### src/rtl/pf_pkg.sv
package pf_pkg;
  typedef enum logic [1:0] {
    PF_OFF   = 2'd0,
    PF_AUTO  = 2'd1,
    PF_FORCE = 2'd2,
    PF_RSVD  = 2'd3
  } pf_mode_e;
endpackage

### src/rtl/pf_mode.sv
module pf_mode
  import pf_pkg::*;
#(
  parameter int SCW = 3
) (
  input  logic [1:0]     mode_i,
  input  logic [SCW-1:0] sockets_i,
  output logic           filt_on_o
);
  pf_mode_e mode;
  assign mode = pf_mode_e'(mode_i);

  always_comb begin
    case (mode)
      PF_AUTO:  filt_on_o = (sockets_i > SCW'(2));
      PF_FORCE: filt_on_o = 1'b1;
      default:  filt_on_o = 1'b0;
    endcase
  end
endmodule

### src/rtl/pf_dir.sv
module pf_dir #(
  parameter int SETS = 4,
  parameter int WAYS = 2,
  parameter int TW   = 6,
  parameter int NW   = 2,
  localparam int SW  = $clog2(SETS),
  localparam int WW  = (WAYS > 1) ? $clog2(WAYS) : 1
) (
  input  logic          clk,
  input  logic          rst_n,
  input  logic [SW-1:0] lk_set_i,
  input  logic [TW-1:0] lk_tag_i,
  output logic          lk_hit_o,
  output logic [WW-1:0] lk_hit_way_o,
  output logic [NW-1:0] lk_owner_o,
  output logic          lk_free_o,
  output logic [WW-1:0] lk_alloc_way_o,
  output logic [TW-1:0] vic_tag_o,
  output logic [NW-1:0] vic_owner_o,
  input  logic          adv_en_i,
  input  logic          wr_en_i,
  input  logic [SW-1:0] wr_set_i,
  input  logic [WW-1:0] wr_way_i,
  input  logic [TW-1:0] wr_tag_i,
  input  logic [NW-1:0] wr_owner_i
);
  logic [WAYS-1:0] val_q [SETS];
  logic [WW-1:0]   rr_q  [SETS];
  logic [TW-1:0]   tag_q [SETS][WAYS];
  logic [NW-1:0]   own_q [SETS][WAYS];

  logic [WW-1:0] rr_cur, rr_nx, free_way;

  // victim pointer of the looked-up set and its round-robin successor
  always_comb begin
    rr_cur = rr_q[lk_set_i];
    rr_nx  = (rr_cur == WW'(WAYS-1)) ? '0 : rr_cur + 1'b1;
  end

  // tag compare across the ways, first free way as allocation target
  always_comb begin
    lk_hit_o     = 1'b0;
    lk_hit_way_o = '0;
    lk_owner_o   = '0;
    lk_free_o    = 1'b0;
    free_way     = '0;
    for (int w = 0; w < WAYS; w++) begin
      if (val_q[lk_set_i][w] && (tag_q[lk_set_i][w] == lk_tag_i) && !lk_hit_o) begin
        lk_hit_o     = 1'b1;
        lk_hit_way_o = WW'(w);
        lk_owner_o   = own_q[lk_set_i][w];
      end
      if (!val_q[lk_set_i][w] && !lk_free_o) begin
        lk_free_o = 1'b1;
        free_way  = WW'(w);
      end
    end
    lk_alloc_way_o = lk_free_o ? free_way : rr_cur;
    vic_tag_o      = tag_q[lk_set_i][rr_cur];
    vic_owner_o    = own_q[lk_set_i][rr_cur];
  end

  always_ff @(posedge clk or negedge rst_n) begin
    if (!rst_n) begin
      for (int s = 0; s < SETS; s++) begin
        val_q[s] <= '0;
        rr_q[s]  <= '0;
      end
    end else begin
      if (wr_en_i)  val_q[wr_set_i][wr_way_i] <= 1'b1;
      if (adv_en_i) rr_q[lk_set_i]            <= rr_nx;
    end
  end

  always_ff @(posedge clk) begin
    if (wr_en_i) begin
      tag_q[wr_set_i][wr_way_i] <= wr_tag_i;
      own_q[wr_set_i][wr_way_i] <= wr_owner_i;
    end
  end
endmodule

### src/rtl/pf_txn.sv
module pf_txn #(
  parameter int NTID = 4,
  parameter int NW   = 2,
  parameter int SW   = 2,
  parameter int WW   = 1,
  parameter int TW   = 6,
  parameter int CW   = 3,
  localparam int IW  = $clog2(NTID)
) (
  input  logic          clk,
  input  logic          rst_n,
  input  logic          alloc_en_i,
  input  logic [IW-1:0] alloc_tid_i,
  input  logic [CW-1:0] alloc_cnt_i,
  input  logic [NW-1:0] alloc_node_i,
  input  logic          alloc_upd_i,
  input  logic [SW-1:0] alloc_set_i,
  input  logic [WW-1:0] alloc_way_i,
  input  logic [TW-1:0] alloc_tag_i,
  input  logic          rsp_valid_i,
  input  logic [IW-1:0] rsp_tid_i,
  output logic          done_valid_o,
  output logic [IW-1:0] done_tid_o,
  output logic [NW-1:0] done_node_o,
  output logic          dw_en_o,
  output logic [SW-1:0] dw_set_o,
  output logic [WW-1:0] dw_way_o,
  output logic [TW-1:0] dw_tag_o,
  output logic [NW-1:0] dw_owner_o
);
  logic [NTID-1:0] v_q, v_d, upd_q;
  logic [CW-1:0]   cnt_q  [NTID];
  logic [CW-1:0]   cnt_d  [NTID];
  logic [NW-1:0]   node_q [NTID];
  logic [SW-1:0]   set_q  [NTID];
  logic [WW-1:0]   way_q  [NTID];
  logic [TW-1:0]   tag_q  [NTID];

  logic          sel_found;
  logic [IW-1:0] sel_idx;
  logic          done_q;
  logic [IW-1:0] done_tid_q;
  logic [NW-1:0] done_node_q;

  // lowest live ID with nothing owed completes this cycle
  always_comb begin
    sel_found = 1'b0;
    sel_idx   = '0;
    for (int t = 0; t < NTID; t++) begin
      if (v_q[t] && (cnt_q[t] == '0) && !sel_found) begin
        sel_found = 1'b1;
        sel_idx   = IW'(t);
      end
    end
  end

  always_comb begin
    v_d   = v_q;
    cnt_d = cnt_q;
    if (sel_found) v_d[sel_idx] = 1'b0;
    if (rsp_valid_i && v_q[rsp_tid_i] && (cnt_q[rsp_tid_i] != '0))
      cnt_d[rsp_tid_i] = cnt_q[rsp_tid_i] - 1'b1;
    if (alloc_en_i) begin
      v_d[alloc_tid_i]   = 1'b1;
      cnt_d[alloc_tid_i] = alloc_cnt_i;
    end
  end

  assign dw_en_o    = sel_found && upd_q[sel_idx];
  assign dw_set_o   = set_q[sel_idx];
  assign dw_way_o   = way_q[sel_idx];
  assign dw_tag_o   = tag_q[sel_idx];
  assign dw_owner_o = node_q[sel_idx];

  always_ff @(posedge clk or negedge rst_n) begin
    if (!rst_n) begin
      v_q    <= '0;
      done_q <= 1'b0;
      for (int t = 0; t < NTID; t++) cnt_q[t] <= '0;
    end else begin
      v_q    <= v_d;
      cnt_q  <= cnt_d;
      done_q <= sel_found;
    end
  end

  always_ff @(posedge clk) begin
    if (alloc_en_i) begin
      node_q[alloc_tid_i] <= alloc_node_i;
      upd_q[alloc_tid_i]  <= alloc_upd_i;
      set_q[alloc_tid_i]  <= alloc_set_i;
      way_q[alloc_tid_i]  <= alloc_way_i;
      tag_q[alloc_tid_i]  <= alloc_tag_i;
    end
    if (sel_found) begin
      done_tid_q  <= sel_idx;
      done_node_q <= node_q[sel_idx];
    end
  end

  assign done_valid_o = done_q;
  assign done_tid_o   = done_tid_q;
  assign done_node_o  = done_node_q;
endmodule

### src/rtl/pf_home.sv
module pf_home
  import pf_pkg::*;
#(
  parameter int NODES = 4,
  parameter int HOME  = 1,
  parameter int AW    = 8,
  parameter int SETS  = 4,
  parameter int WAYS  = 2,
  parameter int NTID  = 4,
  localparam int NW   = $clog2(NODES),
  localparam int SCW  = $clog2(NODES + 1),
  localparam int CW   = $clog2(NODES + 1),
  localparam int SW   = $clog2(SETS),
  localparam int TW   = AW - SW,
  localparam int WW   = (WAYS > 1) ? $clog2(WAYS) : 1,
  localparam int IW   = $clog2(NTID)
) (
  input  logic             clk,
  input  logic             rst_n,
  input  logic [1:0]       mode_i,
  input  logic [SCW-1:0]   sockets_i,
  input  logic             req_valid_i,
  input  logic [NW-1:0]    req_node_i,
  input  logic [IW-1:0]    req_tid_i,
  input  logic [AW-1:0]    req_addr_i,
  input  logic             rsp_valid_i,
  input  logic [IW-1:0]    rsp_tid_i,
  output logic [NODES-1:0] probe_vec_o,
  output logic             probe_inv_o,
  output logic [IW-1:0]    probe_tid_o,
  output logic [AW-1:0]    probe_addr_o,
  output logic             mem_rd_o,
  output logic             done_valid_o,
  output logic [IW-1:0]    done_tid_o,
  output logic [NW-1:0]    done_node_o
);
  logic          filt;
  logic [SW-1:0] lk_set;
  logic [TW-1:0] lk_tag;
  logic          hit, free;
  logic [WW-1:0] hit_way, alloc_way, way_sel;
  logic [NW-1:0] owner, vic_owner;
  logic [TW-1:0] vic_tag;
  logic          dw_en;
  logic [SW-1:0] dw_set;
  logic [WW-1:0] dw_way;
  logic [TW-1:0] dw_tag;
  logic [NW-1:0] dw_owner;

  logic [NODES-1:0] bmask, pv_d, probe_vec_q;
  logic             directed, evict, inv_d, mem_d, inv_q, mem_q;
  logic [CW-1:0]    cnt_d;
  logic [AW-1:0]    paddr_d, paddr_q;
  logic [IW-1:0]    ptid_q;

  assign lk_set = req_addr_i[SW-1:0];
  assign lk_tag = req_addr_i[AW-1:SW];

  pf_mode #(.SCW(SCW)) u_mode (
    .mode_i(mode_i), .sockets_i(sockets_i), .filt_on_o(filt)
  );

  // broadcast target set: populated sockets other than this one
  for (genvar n = 0; n < NODES; n++) begin : g_bmask
    assign bmask[n] = (n != HOME) && (SCW'(n) < sockets_i);
  end

  always_comb begin
    directed = filt && hit && (owner != req_node_i);
    evict    = filt && !hit && !free;
    pv_d     = '0;
    cnt_d    = '0;
    if (!filt) begin
      pv_d = bmask;
      for (int n = 0; n < NODES; n++) if (bmask[n]) cnt_d = cnt_d + 1'b1;
      cnt_d = cnt_d + 1'b1;
    end else if (directed) begin
      pv_d[owner] = 1'b1;
      cnt_d       = CW'(1);
    end else if (evict) begin
      pv_d[vic_owner] = 1'b1;
      cnt_d           = CW'(1);
    end
    inv_d   = evict;
    mem_d   = !directed;
    paddr_d = evict ? {vic_tag, lk_set} : req_addr_i;
    way_sel = hit ? hit_way : alloc_way;
  end

  always_ff @(posedge clk or negedge rst_n) begin
    if (!rst_n) begin
      probe_vec_q <= '0;
      inv_q       <= 1'b0;
      mem_q       <= 1'b0;
    end else begin
      probe_vec_q <= req_valid_i ? pv_d : '0;
      inv_q       <= req_valid_i && inv_d;
      mem_q       <= req_valid_i && mem_d;
    end
  end

  always_ff @(posedge clk) begin
    if (req_valid_i) begin
      ptid_q  <= req_tid_i;
      paddr_q <= paddr_d;
    end
  end

  pf_dir #(.SETS(SETS), .WAYS(WAYS), .TW(TW), .NW(NW)) u_dir (
    .clk(clk), .rst_n(rst_n),
    .lk_set_i(lk_set), .lk_tag_i(lk_tag),
    .lk_hit_o(hit), .lk_hit_way_o(hit_way), .lk_owner_o(owner),
    .lk_free_o(free), .lk_alloc_way_o(alloc_way),
    .vic_tag_o(vic_tag), .vic_owner_o(vic_owner),
    .adv_en_i(req_valid_i && evict),
    .wr_en_i(dw_en), .wr_set_i(dw_set), .wr_way_i(dw_way),
    .wr_tag_i(dw_tag), .wr_owner_i(dw_owner)
  );

  pf_txn #(.NTID(NTID), .NW(NW), .SW(SW), .WW(WW), .TW(TW), .CW(CW)) u_txn (
    .clk(clk), .rst_n(rst_n),
    .alloc_en_i(req_valid_i), .alloc_tid_i(req_tid_i), .alloc_cnt_i(cnt_d),
    .alloc_node_i(req_node_i), .alloc_upd_i(filt), .alloc_set_i(lk_set),
    .alloc_way_i(way_sel), .alloc_tag_i(lk_tag),
    .rsp_valid_i(rsp_valid_i), .rsp_tid_i(rsp_tid_i),
    .done_valid_o(done_valid_o), .done_tid_o(done_tid_o), .done_node_o(done_node_o),
    .dw_en_o(dw_en), .dw_set_o(dw_set), .dw_way_o(dw_way),
    .dw_tag_o(dw_tag), .dw_owner_o(dw_owner)
  );

  assign probe_vec_o  = probe_vec_q;
  assign probe_inv_o  = inv_q;
  assign probe_tid_o  = ptid_q;
  assign probe_addr_o = paddr_q;
  assign mem_rd_o     = mem_q;
endmodule

### config.mk
export PLATFORM = sky130hd
export DESIGN_NAME = pf_home
export DESIGN_NICKNAME = d
export VERILOG_FILES = /design/src/rtl/pf_pkg.sv /design/src/rtl/pf_mode.sv /design/src/rtl/pf_dir.sv /design/src/rtl/pf_txn.sv /design/src/rtl/pf_home.sv
export SDC_FILE = /design/constraint.sdc
export NUM_CORES = 1
export LEC_CHECK = 0
export BUFFER_PORTS_ARGS = -buffer_cell sky130_fd_sc_hd__buf_2
export CAP_MARGIN = 10
export CORE_UTILIZATION = 50
export DETAILED_ROUTE_END_ITERATION = 16
export PLACE_DENSITY = 0.68
export SLEW_MARGIN = 20
export SYNTH_ARGS = -nofsm -noshare
export SYNTH_HDL_FRONTEND = slang
export SYNTH_SLANG_ARGS = --single-unit
export TNS_END_PERCENT = 50
### constraint.sdc
create_clock -name clk -period 4.1 [get_ports clk]
set_input_delay 0.205 -clock clk [delete_from_list [all_inputs] [get_ports clk]]
set_output_delay 0.205 -clock clk [all_outputs]
set_load 0.05 [all_outputs]
==> reports/qor.yml, run 1 <==
place:
  port_buffers: 43
  gp_congestion: 0.869
  dpl.hpwl_um: 10000
grt:
  grt_max_degree: 36
  grt_overflow: 0
  grt_antenna_before_repair: 0
  grt_pass1_vias: 4299
  track_usage: 0.226
  grt_pass1_wl_um: 23600
timing:
  finalHoldViolCount: 0
  drv_slew: 0
  finClkSkew_ns: 0.0108
  fin_crit_sh: 0.878
  fmaxAchievable_mhz: 278
  rsz0062_at_grt: "no"
  tns_ns: 0
  min_period_ns: 3.60
  setup_viol: 0
  holdWs_ns: 0.0359
  slew_headroom: 0.432
  tightest_slew_ns: 0.849
run_status:
  status: "complete, no violations"
final_layout:
  syn_to_final_growth_pct: 14.0
  mostFrequentLayoutCells: "edfxtp_1, nand2_1, buf_2"
  drive_above_1_share: 0.239
  layout_commonest_cell: "edfxtp_1"
  fillers: 1029
  antennaDiodeCount: 0
  final_nets: 551
clock_tree:
  clk_pin_slew_worst_paths_ns: 0.07
  clock-sinks: 161
  cts_buffers: 17
  clock_latency_ns: 0.42
  cts_tree: "yes"
  cts-htree-levels: 4
  root_buffer: "clkbuf_16"
  post_cts_buffers: 0
  cts.path.max_buffers: 2
route:
  first_iter_violations: 366
  routed_via_density: 5.87
  postRouteAntennaNets: 0
  wl_per_cell_um: 21.0
  routed_wirelength_um: 14900
  dr_total_vias: 4172
  first_pass_iters: 5
  drc: 0
synthesis:
  ys_warn_count: 0
  synth_fp_nets: 501
  synth.avg_cell_area_um2: 14.7
  synthCells: 472
  netlist_area_mm2: 0.00694
  synth_top_flop_cell: "edfxtp_1"
  synth.distinct_cells: 56
  ys_ff_latch: 161
  synth_edf_count: 126
  ys_seq_area_frac: 0.671
  synthArstFlopShare: 0.217
pwr:
  p_leak_nw: 2.88
  ir_worst_vdd_mv: 0.380
  powerDensity_mw_per_mm2: 671
critical_path:
  worstSetupPathType: "reg -> reg"
  cp.required_ns: 4.16
  cpMaxStageDelayCell: "nor4b_1"
  startpoint_type: "register"
  arrival_ns: 3.66
  slowest_delay_ns: 0.74
  cp-end-kind: "register"
  path_cells: "nor4b_1, nand2_1, o221ai_1, nor2b_1, and3_1"
  cp_max_fo: 12
floorplanning:
  core_area_mm2: 0.0134
  dieArea_mm2: 0.0144
  row_count: 42
  die_w_um: 120
  boundaryPins: 44
  die_h_um: 120
  start_util: 0.518
min_path:
  hold_class: "in -> reg"
job:
  max_cap_violations: 0
==> registers in the layout (all words and copies together) (netlist names), 8 cells and up <==
register	flops
probe_addr_o	8
u_dir.val_q	8
u_dir.tag_q	48
u_txn.set_q	8
u_txn.node_q	8
u_dir.own_q	16
u_txn.tag_q	24
u_txn.cnt_q	12
==> kinds of logic (layout without fill, tap and decap cells) <==
family                   after synthesis  in the layout  share of synthesized area
AO/OA/AOI/OAI                         82             82                     0.0746
buffers and inverters                 37            100                     0.0236
adder cells (fa/ha/maj)                6              6                     0.0108
XOR/XNOR                              18             18                     0.0259
flip-flops                           161            161                      0.671
AND/OR/NAND/NOR                      125            125                     0.0941
multiplexers                          43             43                      0.100
==> where the power goes <==
group | internal, mW | switching (mW)
sequential | 2.24 | 0.141
clock | 0.812 | 0.679
combinational | 0.463 | 0.982
total | 3.51 | 1.80
==> timing repair <==
action / in CTS / in global routing
endpoints found under the hold margin: 35 / 0
resized for setup: 0 / 0
hold buffers: 1 / 0
==> Yosys cell counts (all sizes together) (2+ instances only) <==
library cell  count  area share
a211oi            4      0.0043
a21o              6      0.0065
a21oi            16       0.012
a31o              4      0.0050
a31oi            10      0.0090
and2              8      0.0072
and3              2      0.0018
buf               6      0.0068
clkbuf           14      0.0076
dfrtp            35        0.13
edfxtp          126        0.54
ha                6       0.011
inv              16      0.0086
mux2              5      0.0086
mux2i            19       0.030
mux4             19       0.062
nand2            53       0.029
nand2b            4      0.0036
nand3             4      0.0029
nand3b            2      0.0022
nand4             3      0.0036
nor2             15      0.0088
nor2b             5      0.0045
nor3              8      0.0072
nor4              6      0.0076
nor4b             4      0.0050
o211ai            6      0.0065
o21ai            19       0.014
o22ai            10      0.0090
or2               6      0.0054
or4               2      0.0022
xnor2            14       0.021
xor2              4      0.0050
==> routing by layer <==
layer,wire length [µm],vias up,track usage
met4,220,0,0.0711
met1,6820,2129,0.306
met5,0,-,0
met2,7240,133,0.360
met3,663,17,0.0575
li1,-,1893,-
==> cell type report <==
type,instances,area [µm²],share of cell area
Clock buffer,18,439,0.0555
Sequential cell,161,4660,0.589
Inverter,17,63.8,0.00806
Clock inverter,14,121,0.0153
Multi-Input combinational cell,274,2130,0.269
Timing Repair Buffer,51,278,0.0351
Tap cell,176,220,0.0278
==> through the flow <==
| stage | power [mW] | area [µm²] | utilization | std cells | worst slack, ns |
|---|---|---|---|---|---|
| after floorplan | 3.37 | 6940 | - | 472 | 0.827 |
| after global placement | 3.78 | 7340 | 0.548 | 678 | 0.637 |
| after detailed placement | 3.84 | 7340 | 0.548 | 678 | 0.523 |
| after CTS | 5.33 | 7910 | 0.591 | 711 | 0.490 |
| after global routing | 5.56 | 7910 | 0.591 | 711 | 0.232 |
| final | 5.31 | 7910 | 0.591 | 711 | 0.502 |
==> final timing paths <==
path | from | to | slack (ns) | cells after the start
worst max-delay path | u_txn.cnt_q[3] | u_dir.own_q[0][3] | 0.50 | 5
worst min-delay path | req_tid_i[0] | probe_tid_o[0] | 0.04 | 1
worst max register to register | u_txn.cnt_q[3] | u_dir.own_q[0][3] | 0.50 | 5
worst min register to register | u_dir.val_q[4] | u_dir.val_q[4] | 0.46 | 1
max in group asynchronous | rst_n | u_dir.rr_q[2] | 3.16 | 2
min in group asynchronous | rst_n | u_txn.cnt_q[8] | 0.42 | 2
==> worst max-delay path, delay by kind of cell, from the launching register on <==
kind,cells,cell delay (ns)
and+or+nand+nor,4,2.30
DFF,1,0.41
AOI/OAI and AO/OA,1,0.52
(Power assumes the default switching activity.)
==> run 2, diff against run 1 <==
--- a/config.mk
+++ b/config.mk
@@ -5,6 +5,7 @@
 export SDC_FILE = /design/constraint.sdc
 export NUM_CORES = 1
 export LEC_CHECK = 0
+export ABC_AREA = 1
 export BUFFER_PORTS_ARGS = -buffer_cell sky130_fd_sc_hd__buf_2
 export CAP_MARGIN = 10
 export CORE_UTILIZATION = 50
==> constraint.sdc (replaced) <==
create_clock -name clk -period 4.59 [get_ports clk]
set_input_delay 0.2295 -clock clk [delete_from_list [all_inputs] [get_ports clk]]
set_output_delay 0.2295 -clock clk [all_outputs]
set_load 0.05 [all_outputs]
==> run 2 against run 1 <==
Compared with the run above: core utilization fell by 0.83 points; clock power fell by 9%; non-clock buffer count fell by 4; critical endpoint is now u_dir.tag_q[2][8]; via count rose by 25%; synthesized cell count rose by 47%; flip-flop and latch count did not move; sequential share of layout area fell by 1.7 points; largest power group unchanged; final cell count rose by 32%; area after synthesis rose by 3.9%; die area rose by 3.8%.
==> reports/qor.yml, run 2 <==
run_status:
  status: "complete, no violations"
pwr:
  fin_total_pwr_mw: 4.60
  switching_share: 0.337
  p_clk_frac: 0.295
  ir_worst_vdd_mv: 0.326
  powerDensity_mw_per_mm2: 564
  switchingPower_mw: 1.55
  p_comb_frac: 0.260
  p_int_mw: 3.05
  power_frac_seq: 0.445
  p_leak_nw: 3.43
timing:
  min_period_ns: 3.55
  slew_headroom: 0.244
  rsz0062_at_grt: "no"
  drv_slew: 0
  fmaxAchievable_mhz: 281
  setup_viol: 0
  tns_ns: 0
  finalHoldViolCount: 0
  tightest_slew_ns: 1.13
  holdWs_ns: 0.0356
  finClkSkew_ns: 0.00719
  fin_crit_sh: 0.774
  setup_ws_ns: 1.04
synthesis:
  synth.distinct_cells: 40
  ys_seq_area_frac: 0.646
  synthArstFlopShare: 0.217
  synthCells: 694
  netlist.area_leader.share: 0.525
  ys_ff_latch: 161
  synth_edf_count: 126
  synth_fp_nets: 723
  netlist_area_mm2: 0.00721
  synth.most_common_cell: "nand2_1"
  synth_top_cell_by_area: "edfxtp_1"
  synth.avg_cell_area_um2: 10.4
  synthTopCellsByCount: "nand2_1, edfxtp_1, inv_1"
  ys_warn_count: 0
  synth_top_flop_cell: "edfxtp_1"
  ys_top_cells_by_area: "edfxtp_1, dfrtp_1, nand2_1"
route:
  wl_per_cell_um: 18.2
  routed_via_density: 5.57
  first_pass_iters: 5
  postRouteAntennaNets: 0
  routed_wirelength_um: 17000
  drc: 0
  dr_total_vias: 5222
  first_iter_violations: 798
clock_tree:
  cts-htree-levels: 4
  cts-resized-gates: 0
  clock_latency_ns: 0.42
  cts_buffers: 17
  cts_tree: "yes"
  post_cts_buffers: 0
  clk_pin_slew_worst_paths_ns: 0.06
  cts_hold_buffers: 1
  clock-sinks: 161
  root_buffer: "clkbuf_16"
  cts.path.max_buffers: 2
critical_path:
  startpoint_type: "register"
  cp.required_ns: 4.64
  slowest_delay_ns: 0.67
  r2r_cells: 9
  worstSetupPathType: "reg -> reg"
  reg2reg_from: "u_txn.cnt_q[3]"
  r2r_setup_slack_ns: 1.04
  cpMaxStageDelayCell: "nor2_1"
  cp_num_buf_inv: 1
  path_cells: "nor4_1, nor2_1, nand2_1, nand2_2, inv_1, nand2_1, a31oi_1, nand3_1, nor2_1"
  crit_family: "simple AND/OR/NAND/NOR gates"
  cp_max_fo: 26
  arrival_ns: 3.60
  r2r-end: "u_dir.tag_q[2][8]"
  cp-end-kind: "register"
final_layout:
  final_area_mm2: 0.00815
  fin_util: 0.582
  final_cells: 938
  fillers: 1185
  syn_to_final_growth_pct: 12.9
  largest_reg_flops: 48
  drive_above_1_share: 0.133
  layout_commonest_cell: "nand2_1"
  final_nets: 774
  antennaDiodeCount: 0
  mostFrequentLayoutCells: "nand2_1, edfxtp_1, inv_1"
  multi_input_area_mm2: 0.00219
  largestRegisters: "u_dir.tag_q: 48 flops, u_txn.tag_q: 24 flops, u_dir.own_q: 16 flops"
  regArea_mm2: 0.00466
  top_register: "u_dir.tag_q"
grt:
  grt_max_degree: 36
  grt_pass1_vias: 4996
  track_usage: 0.247
  grt_overflow: 0
  grt_pass1_wl_um: 26600
  grt_antenna_before_repair: 0
floorplanning:
  row_count: 43
  core_area_mm2: 0.0140
  dieArea_mm2: 0.0149
  boundaryPins: 44
  start_util: 0.516
  die_h_um: 122
  die_w_um: 122
place:
  post-place-ws_ns: 1.10
  dpl.hpwl_um: 11900
  port_buffers: 43
  gp_congestion: 0.917
  placed_area_mm2: 0.00757
  dp.cells: 905
min_path:
  hold_class: "in -> reg"
  hold_start: "req_tid_i[0]"
  whs_path_depth: 1
  min_to: "probe_tid_o[0]"
job:
  max_cap_violations: 0
run 2: cell types whose count changed in the layout (fill, tap and decap cells not counted), moves of 12 or more:
cell     delta
o21ai_0    +28
mux2i_1    -17
a21oi_1    +12
nor2_1     +36
inv_1      +48
nand2_1   +144
mux4_2     -19
nand3_1    +37
run 2: final cells by class:
type | instances | area share
flip-flops and latches | 161 | 0.572
multi-input cells | 450 | 0.269
clock buffers | 22 | 0.0558
inverters | 68 | 0.0316
repair buffers | 47 | 0.0304
well taps | 180 | 0.0276
clock inverters | 10 | 0.0137
run 2: worst max-delay path by stage:
stage                         from           endpoint  slack (ns)  cells past startpoint
global placement    u_txn.cnt_q[5]  u_dir.own_q[2][2]        1.26                      9
CTS                 u_txn.cnt_q[3]  u_dir.tag_q[2][8]        1.07                      9
floorplan           u_txn.cnt_q[3]  u_dir.own_q[1][2]        2.24                     11
detailed placement  u_txn.cnt_q[3]  u_dir.own_q[2][2]        1.10                      9
global route        u_txn.cnt_q[3]  u_dir.tag_q[2][8]        0.78                      9
finish              u_txn.cnt_q[3]  u_dir.tag_q[2][8]        1.04                      9
run 2: cell families (layout without fill, tap and decap cells):
family | count (synthesis) | count (layout) | synth area share
and+or+nand+nor | 315 | 315 | 0.186
xor gates and xnor gates | 1 | 1 | 0.00121
buffers and inverters | 83 | 147 | 0.0505
adders and majority gates | 6 | 6 | 0.0104
DFF | 161 | 161 | 0.646
AOI/OAI and AO/OA | 128 | 128 | 0.106
run 2: per-layer routing:
metal | track usage | part of all wire | up-vias
li1 | - | - | 2494
met1 | 0.329 | 0.44 | 2504
met2 | 0.396 | 0.48 | 193
met3 | 0.0557 | 0.062 | 31
met4 | 0.0938 | 0.022 | 0
met5 | 0 | 0 | -
run 2: worst register-to-register path, delay by kind of cell (launching register included):
kind / cells / cell delay [ns]
AO/OA/AOI/OAI: 1 / 0.22
buffers and inverters: 1 / 0.57
flip-flops: 1 / 0.40
AND/OR/NAND/NOR: 7 / 2.01
run 2: power by group through the flow:
stage / logic [mW] / clock network (mW) / registers (mW)
after floorplan: 0.673 / 0 / 2.16
after global placement: 1.16 / 0 / 2.06
after detailed placement: 1.19 / 0 / 2.07
after CTS: 1.20 / 1.37 / 2.05
after global routing: 1.31 / 1.43 / 2.07
final: 1.19 / 1.35 / 2.05
==> run 3, diff against run 2 <==
==> constraint.sdc (replaced) <==
create_clock -name clk -period 3.63 [get_ports clk]
set_input_delay 0.1815 -clock clk [delete_from_list [all_inputs] [get_ports clk]]
set_output_delay 0.1815 -clock clk [all_outputs]
set_load 0.05 [all_outputs]
==> run 3 against run 2 <==
Compared with the run above: power rose by 29%; global-route usage fell by 0.12 points; count of clock-buffer cells in the layout is 3 lower; critical path type unchanged.
==> reports/qor.yml, run 3 (synthesized netlist as in run 2, its figures left out) <==
place:
  gp_congestion: 0.897
  port_buffers: 43
  dpl.hpwl_um: 11900
  dp.cells: 923
floorplanning:
  die_h_um: 122
  boundaryPins: 44
  core_area_mm2: 0.0140
  die_w_um: 122
  start_util: 0.516
  row_count: 43
  dieArea_mm2: 0.0149
critical_path:
  worstSetupPathType: "reg -> reg"
  cp_max_fo: 26
  cp.required_ns: 3.69
  r2r_setup_slack_ns: 0.59
  reg2reg_from: "u_txn.cnt_q[3]"
  startpoint_type: "register"
  r2r-end: "u_dir.tag_q[3][4]"
  arrival_ns: 3.10
  r2r_cells: 10
  cp-end-kind: "register"
grt:
  grt_use_met2: 0.376
  top_usage_layer: "met2"
  grt_max_degree: 36
  grt_overflow: 0
  grt_pass1_wl_um: 26700
  track_usage: 0.246
  grt_pass1_vias: 5034
  grt_antenna_before_repair: 0
  gr-usage-met3: 0.0501
  grt_util_met1: 0.342
clock_tree:
  clock-sinks: 161
  cts.path.max_buffers: 2
  cts_tree: "yes"
  cts_buffers: 17
  root_buffer: "clkbuf_16"
  clk_pin_slew_worst_paths_ns: 0.06
  post_cts_buffers: 0
  cts-htree-levels: 4
  cts-resized-gates: 0
  clock_latency_ns: 0.43
  cts_hold_buffers: 3
job:
  max_cap_violations: 0
min_path:
  whs_path_depth: 1
  hold_start: "req_addr_i[7]"
  min_to: "u_txn.tag_q[3][5]"
  hold_class: "in -> reg"
final_layout:
  final_nets: 794
  largestRegisters: "u_dir.tag_q: 48 flops, u_txn.tag_q: 24 flops, u_dir.own_q: 16 flops"
  antennaDiodeCount: 0
  top_register: "u_dir.tag_q"
  fillers: 1159
  fin_util: 0.594
  multi_input_area_mm2: 0.00219
  final_cells: 957
  largest_reg_flops: 48
  mostFrequentLayoutCells: "nand2_1, edfxtp_1, inv_1"
  syn_to_final_growth_pct: 15.2
  layout_commonest_cell: "nand2_1"
  regArea_mm2: 0.00466
  drive_above_1_share: 0.149
timing:
  finalHoldViolCount: 0
  setup_viol: 0
  drv_slew: 0
  tns_ns: 0
  fin_crit_sh: 0.836
  slew_headroom: 0.476
  holdWs_ns: 0.0338
  finClkSkew_ns: 0.00738
  fmaxAchievable_mhz: 329
  rsz0062_at_grt: "no"
  tightest_slew_ns: 0.786
  min_period_ns: 3.04
pwr:
  ir_worst_vdd_mv: 0.438
  p_leak_nw: 3.53
  powerDensity_mw_per_mm2: 713
route:
  drc: 0
  dr_total_vias: 5293
  first_pass_iters: 5
  routed_wirelength_um: 16800
  first_iter_violations: 629
  wl_per_cell_um: 17.6
  routed_via_density: 5.53
  postRouteAntennaNets: 0
run_status:
  status: "complete, no violations"
## run 3: stage by stage
stage          area, µm²  worst slack, ns  power, mW
2_1_floorplan       7210             1.28       3.59
3_3_place_gp        7700            0.741       4.15
3_5_place_dp        7700            0.573       4.19
4_1_cts             8310            0.576       5.95
5_1_grt             8310            0.212       6.22
6_report            8310            0.594       5.93
## run 3: layer usage
| layer | vias up | share of wire |
|---|---|---|
| li1 | 2540 | - |
| met1 | 2551 | 0.46 |
| met2 | 161 | 0.46 |
| met3 | 41 | 0.058 |
| met4 | 0 | 0.031 |
| met5 | - | 0 |
## run 3: final cells by class
type,instances,area share
well taps,180,0.0271
clock inverters,12,0.0172
clock buffers,19,0.0521
multi-input cells,450,0.263
flip-flops and latches,161,0.561
repair buffers,67,0.0485
inverters,68,0.0310
## run 3: worst max path at each step
| stage | cells after the start | start | slack, ns | end |
|---|---|---|---|---|
| 6_report | 10 | u_txn.cnt_q[3] | 0.59 | u_dir.tag_q[3][4] |
| 5_1_grt | 10 | u_txn.cnt_q[3] | 0.21 | u_dir.own_q[3][1] |
| 4_1_cts | 10 | u_txn.cnt_q[3] | 0.58 | u_dir.own_q[3][0] |
| 3_5_place_dp | 10 | u_txn.cnt_q[3] | 0.57 | u_dir.tag_q[3][4] |
| 3_3_place_gp | 10 | u_txn.cnt_q[5] | 0.74 | u_dir.tag_q[3][1] |
| 2_1_floorplan | 11 | u_txn.cnt_q[3] | 1.28 | u_dir.own_q[1][2] |
## run 3: power by group
| group | internal [mW] | switching, mW | total [mW] |
|---|---|---|---|
| Clock | 1.07 | 0.684 | 1.75 |
| Sequential | 2.47 | 0.108 | 2.58 |
| Combinational | 0.444 | 1.16 | 1.60 |
## run 3: worst max-delay path, stage by stage (launching register included)
cell and delay [ns]:
dfrtp_1 0.39, nor4_1 0.38, nor2_1 0.11, nand2_1 0.12, nand2_2 0.26, inv_1 0.28
buf_4 0.25, o211ai_1 0.11, nand2_1 0.16, nand2_1 0.12, nor2_1 0.49
